### src/rtl/pwm_ramp_pkg.sv
package pwm_ramp_pkg;

    // Phase of the switching period: counting ramp or forced off-time.
    typedef enum logic {
        PH_RAMP = 1'b0,
        PH_OFF  = 1'b1
    } ramp_phase_e;

endpackage

### src/rtl/sync_edge_det.sv
module sync_edge_det #(
    parameter int STAGES = 2
) (
    input  logic clk,
    input  logic rst_n,
    input  logic sync_raw,
    output logic rise_pulse
);
    localparam int CHAIN_W = STAGES + 1;

    typedef struct packed {
        logic [CHAIN_W-1:0] chain;
    } det_state_t;

    det_state_t st_d, st_q;

    always_comb begin
        st_d       = st_q;
        st_d.chain = {st_q.chain[CHAIN_W-2:0], sync_raw};
    end

    always_ff @(posedge clk or negedge rst_n) begin
        if (!rst_n) st_q <= '0;
        else        st_q <= st_d;
    end

    // Newest synchronized sample high, previous one low.
    assign rise_pulse = st_q.chain[CHAIN_W-2] & ~st_q.chain[CHAIN_W-1];


    single_rise_chk: assert property (@(posedge clk) disable iff (!rst_n)
        rise_pulse |=> !rise_pulse);

endmodule

### src/rtl/ramp_core.sv
module ramp_core
    import pwm_ramp_pkg::*;
#(
    parameter int CNT_W      = 9,
    parameter int OFF_CYCLES = 8
) (
    input  logic             clk,
    input  logic             rst_n,
    input  logic [CNT_W-1:0] period_cfg,
    input  logic [CNT_W-1:0] duty_cmd,
    input  logic             sync_rise,
    output logic             pwm_gate,
    output logic             cycle_start,
    output logic             period_done,
    output logic             done_by_sync
);
    localparam logic [CNT_W-1:0] ONE      = CNT_W'(1);
    localparam logic [CNT_W-1:0] OFF_VAL  = CNT_W'(OFF_CYCLES);
    localparam logic [CNT_W-1:0] OFF_LAST = CNT_W'(OFF_CYCLES - 1);

    typedef struct packed {
        ramp_phase_e      phase;
        logic [CNT_W-1:0] cnt;
        logic [CNT_W-1:0] duty;
        logic [CNT_W-1:0] period;
        logic             seen;
        logic             start;
    } core_state_t;

    core_state_t      st_d, st_q;
    logic [CNT_W-1:0] ramp_last;

    // Last ramp count for a timeout end; the off-time fills the rest of the period.
    always_comb begin
        if (st_q.period > OFF_VAL) ramp_last = st_q.period - OFF_VAL - ONE;
        else                       ramp_last = '0;
    end

    always_comb begin
        st_d       = st_q;
        st_d.start = 1'b0;
        if (st_q.phase == PH_RAMP) begin
            if (sync_rise || (st_q.cnt == ramp_last)) begin
                st_d.phase = PH_OFF;
                st_d.cnt   = '0;
                st_d.seen  = st_q.seen | sync_rise;
            end else begin
                st_d.cnt = st_q.cnt + ONE;
            end
        end else begin
            st_d.seen = st_q.seen | sync_rise;
            if (st_q.cnt == OFF_LAST) begin
                st_d.phase  = PH_RAMP;
                st_d.cnt    = '0;
                st_d.duty   = duty_cmd;
                st_d.period = period_cfg;
                st_d.seen   = 1'b0;
                st_d.start  = 1'b1;
            end else begin
                st_d.cnt = st_q.cnt + ONE;
            end
        end
    end

    always_ff @(posedge clk or negedge rst_n) begin
        if (!rst_n) begin
            st_q       <= '0;
            st_q.phase <= PH_OFF;
        end else begin
            st_q <= st_d;
        end
    end

    assign pwm_gate     = (st_q.phase == PH_RAMP) && (st_q.cnt < st_q.duty);
    assign cycle_start  = st_q.start;
    assign period_done  = (st_q.phase == PH_OFF) && (st_q.cnt == OFF_LAST);
    assign done_by_sync = st_q.seen | sync_rise;


    off_hold_chk: assert property (@(posedge clk) disable iff (!rst_n)
        (st_q.phase == PH_OFF && st_q.cnt != OFF_LAST) |=> (st_q.phase == PH_OFF));


    start_after_off_chk: assert property (@(posedge clk) disable iff (!rst_n)
        cycle_start |-> ($past(st_q.phase) == PH_OFF && $past(st_q.cnt) == OFF_LAST));


    gate_rise_chk: assert property (@(posedge clk) disable iff (!rst_n)
        $rose(pwm_gate) |-> cycle_start);


    ramp_bound_chk: assert property (@(posedge clk) disable iff (!rst_n)
        (st_q.phase == PH_RAMP) |-> (st_q.cnt <= ramp_last));


    duty_hold_chk: assert property (@(posedge clk) disable iff (!rst_n)
        !cycle_start |-> ($stable(st_q.duty) && $stable(st_q.period)));

endmodule

### src/rtl/lock_tracker.sv
module lock_tracker #(
    parameter int LOCK_PERIODS = 2
) (
    input  logic clk,
    input  logic rst_n,
    input  logic period_done,
    input  logic done_by_sync,
    output logic locked
);
    localparam int              RUN_W   = $clog2(LOCK_PERIODS + 1);
    localparam logic [RUN_W-1:0] RUN_TOP = RUN_W'(LOCK_PERIODS);

    typedef struct packed {
        logic [RUN_W-1:0] run;
        logic             locked;
    } lock_state_t;

    lock_state_t st_d, st_q;

    always_comb begin
        st_d = st_q;
        if (period_done) begin
            if (!done_by_sync)         st_d.run = '0;
            else if (st_q.run != RUN_TOP) st_d.run = st_q.run + RUN_W'(1);
            st_d.locked = (st_d.run == RUN_TOP);
        end
    end

    always_ff @(posedge clk or negedge rst_n) begin
        if (!rst_n) st_q <= '0;
        else        st_q <= st_d;
    end

    assign locked = st_q.locked;


    lock_edge_chk: assert property (@(posedge clk) disable iff (!rst_n)
        ($rose(locked) || $fell(locked)) |-> $past(period_done));


    unlock_chk: assert property (@(posedge clk) disable iff (!rst_n)
        (period_done && !done_by_sync) |=> !locked);

endmodule

### src/rtl/pwm_ramp_gen.sv
module pwm_ramp_gen #(
    parameter int CLK_HZ       = 50_000_000,
    parameter int FMIN_HZ      = 100_000,
    parameter int OFF_CYCLES   = 8,
    parameter int SYNC_STAGES  = 2,
    parameter int LOCK_PERIODS = 2,
    parameter int CNT_W        = $clog2(CLK_HZ / FMIN_HZ + 1)
) (
    input  logic             clk,
    input  logic             rst_n,
    input  logic [CNT_W-1:0] period_cfg,
    input  logic [CNT_W-1:0] duty_cmd,
    input  logic             sync_in,
    output logic             pwm_gate,
    output logic             cycle_start,
    output logic             sync_locked
);
    logic sync_rise;
    logic period_done;
    logic done_by_sync;

    sync_edge_det #(
        .STAGES (SYNC_STAGES)
    ) u_sync (
        .clk        (clk),
        .rst_n      (rst_n),
        .sync_raw   (sync_in),
        .rise_pulse (sync_rise)
    );

    ramp_core #(
        .CNT_W      (CNT_W),
        .OFF_CYCLES (OFF_CYCLES)
    ) u_core (
        .clk          (clk),
        .rst_n        (rst_n),
        .period_cfg   (period_cfg),
        .duty_cmd     (duty_cmd),
        .sync_rise    (sync_rise),
        .pwm_gate     (pwm_gate),
        .cycle_start  (cycle_start),
        .period_done  (period_done),
        .done_by_sync (done_by_sync)
    );

    lock_tracker #(
        .LOCK_PERIODS (LOCK_PERIODS)
    ) u_lock (
        .clk          (clk),
        .rst_n        (rst_n),
        .period_done  (period_done),
        .done_by_sync (done_by_sync),
        .locked       (sync_locked)
    );


    reset_quiet_chk: assert property (@(posedge clk)
        !rst_n |=> (!pwm_gate && !cycle_start && !sync_locked) || !rst_n);

endmodule

### config.mk
export PLATFORM = sky130hd
export DESIGN_NAME = pwm_ramp_gen
export DESIGN_NICKNAME = d
export VERILOG_FILES = /design/src/rtl/pwm_ramp_pkg.sv /design/src/rtl/sync_edge_det.sv /design/src/rtl/ramp_core.sv /design/src/rtl/lock_tracker.sv /design/src/rtl/pwm_ramp_gen.sv
export SDC_FILE = /design/constraint.sdc
export NUM_CORES = 1
export LEC_CHECK = 0
export ABC_AREA = 0
export BUFFER_PORTS_ARGS = -buffer_cell sky130_fd_sc_hd__buf_2
export CAP_MARGIN = 20
export CELL_PAD_IN_SITES_DETAIL_PLACEMENT = 1
export CELL_PAD_IN_SITES_GLOBAL_PLACEMENT = 1
export CORE_ASPECT_RATIO = 0.8
export CORE_MARGIN = 3
export CORE_UTILIZATION = 44
export DETAILED_ROUTE_END_ITERATION = 8
export PLACE_DENSITY = 0.83
export SYNTH_ARGS = -nofsm -noshare
export SYNTH_HDL_FRONTEND = slang
export SYNTH_SLANG_ARGS = --single-unit
export TNS_END_PERCENT = 100
### constraint.sdc
create_clock -name clk -period 3.35 [get_ports clk]
set_clock_uncertainty 0.1 [all_clocks]
set_input_delay 0.67 -clock clk [delete_from_list [all_inputs] [get_ports clk]]
set_output_delay 0.67 -clock clk [all_outputs]
set_load 0.01 [all_outputs]
==> flow_metrics.tcl <==
set metrics [dict create \
    setup_ws_ns 0.225 \
    routedWlPerCell_um 17.0 \
    period_share 0.933 \
    arrival_ns 2.36 \
    placedCellCount 321 \
    p_switching_mw 1.03 \
    num_rows 22 \
    drv_cap 0 \
    path_class "reg2out" \
    routed_via_density 5.60 \
    fin_cells 329 \
    clock_latency_ns 0.29 \
    p_total_mw 2.29 \
    tightest_slew_ns 0.834 \
    pin_count 24 \
    cts_sinks 36 \
    htree_levels 2 \
    dp_hpwl_mm 4.17 \
    netlist_area_um2 2200 \
    worstHoldPathType "reg2reg" \
    routed_wirelength_mm 5.59 \
    grt_util_all_layers 0.202 \
    die-area_um2 5890 \
    globalplace.congestion 0.901 \
    core-area_um2 4710 \
    cts_resized 0 \
    clockBufferDepth 2 \
    drt-initial-drc-count 114 \
    setup_viol 0 \
    portBuffers 23 \
    grt_pass1_vias 1881 \
    cts_buffers 5 \
    critPathCaptureType "output pin" \
    p_leak_nw 1.12 \
    grt_setup_unrepaired "false" \
    vias 1844 \
    cts_root_buf "clkbuf_8" \
    ir_worst_vdd_v 0.000413 \
    pwr-share-clk 0.143 \
    p_sw_frac 0.448 \
    area_growth_pct 11.3 \
    max_freq_ghz 0.320 \
    post-cts-setup-buffer-count 0 \
    nets 301 \
    place_ws_ns 0.421 \
    final_util 0.520 \
    placedInstanceArea_um2 2350 \
    tns_ns 0 \
    grt_max_degree 37 \
    start_util 0.467 \
    ys_seq_area_frac 0.410 \
    startpoint_type "flip-flop" \
    grt_pass1_wl_mm 9.35 \
    worst-path-max-fanout 7 \
    diodes 0 \
    fin_crit_ns 3.13 \
    slew_violations 0 \
    antenna_left 0 \
    synth_warnings 0 \
    finalHoldViolations 0 \
    pwr-share-comb 0.477 \
    synth_cell_types 48 \
    async_reset_ff_frac 1.00 \
    fin_area_um2 2450 \
    required_ns 2.58 \
    internal_power_mw 1.26 \
    overflow 0 \
    cts_tree "built" \
    max_slew_margin 0.444 \
    netlist_instances 248 \
    holdWs_ns 0.257 \
    path_clk_slew_ns 0.07 \
    die_height_um 69.2 \
    route.detailed.drc 0 \
    antenna_found_initial 0 \
    synth.top_cells.by_area "dfrtp_1 (40%), ha_1 (6.8%), nand2_1 (6.8%)" \
    synth_flop_cell "dfrtp_1" \
    synth_seq_cells 36 \
    outcome "finished clean" \
    die_x_um 85.0 \
    syn_area_per_cell_um2 8.86 \
    synth_top_area_share 0.398 \
    power-per-cell-area_nw_per_um2 936 \
    yosysTopAreaCell "dfrtp_1" \
    synth_edf_count 0 \
    seqPwrFrac 0.379 \
    first_pass_iters 4 \
    syn_nets 281 \
    hold_buffers 0 \
    drive_gt1_frac 0.152 \
]
==> synthesized netlist by cell type (4+ instances only) <==
| library cell | instances |
|---|---|
| inv_1 | 18 |
| xor2_1 | 6 |
| o211ai_1 | 4 |
| a211oi_1 | 4 |
| a21o_1 | 4 |
| nor2_1 | 17 |
| nand4_1 | 4 |
| o21ai_0 | 20 |
| clkbuf_1 | 8 |
| ha_1 | 12 |
| nand3_1 | 7 |
| xnor2_1 | 6 |
| nor3_1 | 5 |
| nand2b_1 | 7 |
| nor2b_1 | 6 |
| dfrtp_1 | 35 |
| nand2_1 | 40 |
==> sequential cells by signal, indices dropped and copies added, names as in the netlist <==
signal              count
u_core.st_q            29
u_sync.st_q             3
u_lock.st_q             2
u_core.cycle_start      1
u_lock.locked           1
==> final timing paths <==
kind / startpoint / end / slack (ns) / cells past startpoint
setup reg to reg: u_core.st_q[2]$_DFFE_PN0P_ / u_core.st_q[28]$_DFF_PN0_ / 0.43 / 9
hold / removal: u_sync.st_q[0]$_DFF_PN0_ / u_sync.st_q[1]$_DFF_PN0_ / 0.26 / 0
max in group asynchronous: rst_n / u_lock.locked$_DFFE_PN0P_ / 2.25 / 1
min in group asynchronous: rst_n / u_core.st_q[14]$_DFFE_PN0P_ / 0.37 / 1
setup / recovery: u_core.st_q[21]$_DFF_PN0_ / pwm_gate / 0.22 / 8
hold reg to reg: u_sync.st_q[0]$_DFF_PN0_ / u_sync.st_q[1]$_DFF_PN0_ / 0.26 / 0
==> cell families after synthesis <==
kind of cell    count (synthesis)  share of synthesized area
simple gates                  100                      0.227
compound gates                 56                      0.185
flops                          36                      0.410
buf+inv                        31                     0.0569
xor+xnor                       12                     0.0478
fa+ha+maj                      12                     0.0683
mux                             1                    0.00455
==> power groups by stage <==
stage          clock, mW  combinational (mW)  sequential [mW]
4_1_cts            0.335                1.10            0.864
5_1_grt            0.349                1.23            0.902
6_report           0.329                1.09            0.868
3_5_place_dp           0                1.08            0.873
3_3_place_gp           0                1.02            0.865
2_1_floorplan          0               0.920            0.716
==> worst max-delay path, stage by stage (launching register included) <==
cell	delay [ns]
dfrtp_1	0.46
ha_1	0.30
a21o_1	0.15
a21o_1	0.18
a21o_1	0.18
a211oi_1	0.29
o21ai_0	0.16
o311ai_0	0.14
buf_2	0.21
==> layout by cell type (no fill, tap or decap), types with 4 or more instances in the layout <==
cell type	netlist	routed
inv_1	18	18
a21o_1	4	4
nor2_1	17	17
xnor2_1	6	6
dfrtp_1	35	35
ha_1	12	12
a211oi_1	4	4
nor3_1	5	5
xor2_1	6	6
nor2b_1	6	6
o21ai_0	20	20
o211ai_1	4	4
nand2_1	40	40
nand4_1	4	4
nand3_1	7	7
buf_2	1	23
clkbuf_8	0	6
nand2b_1	7	7
==> routing by layer <==
layer  global-route usage  vias up  routed length [um]
met4               0.0633        0                  82
met2                0.303       36                2510
li1                     -      896                   -
met1                0.291      906                2770
met3               0.0428        6                 227
met5                    0        -                   0
==> layout make-up <==
type / instances / area (um2)
fill: 587 / 2260
multi-input combinational: 181 / 1170
sequential: 36 / 902
timing repair buffer: 26 / 138
clock buffer: 7 / 86.3
tap: 60 / 75.1
inverter: 18 / 67.6
clock inverter: 1 / 7.51
Note: power is estimated with default switching activity, not from simulation.
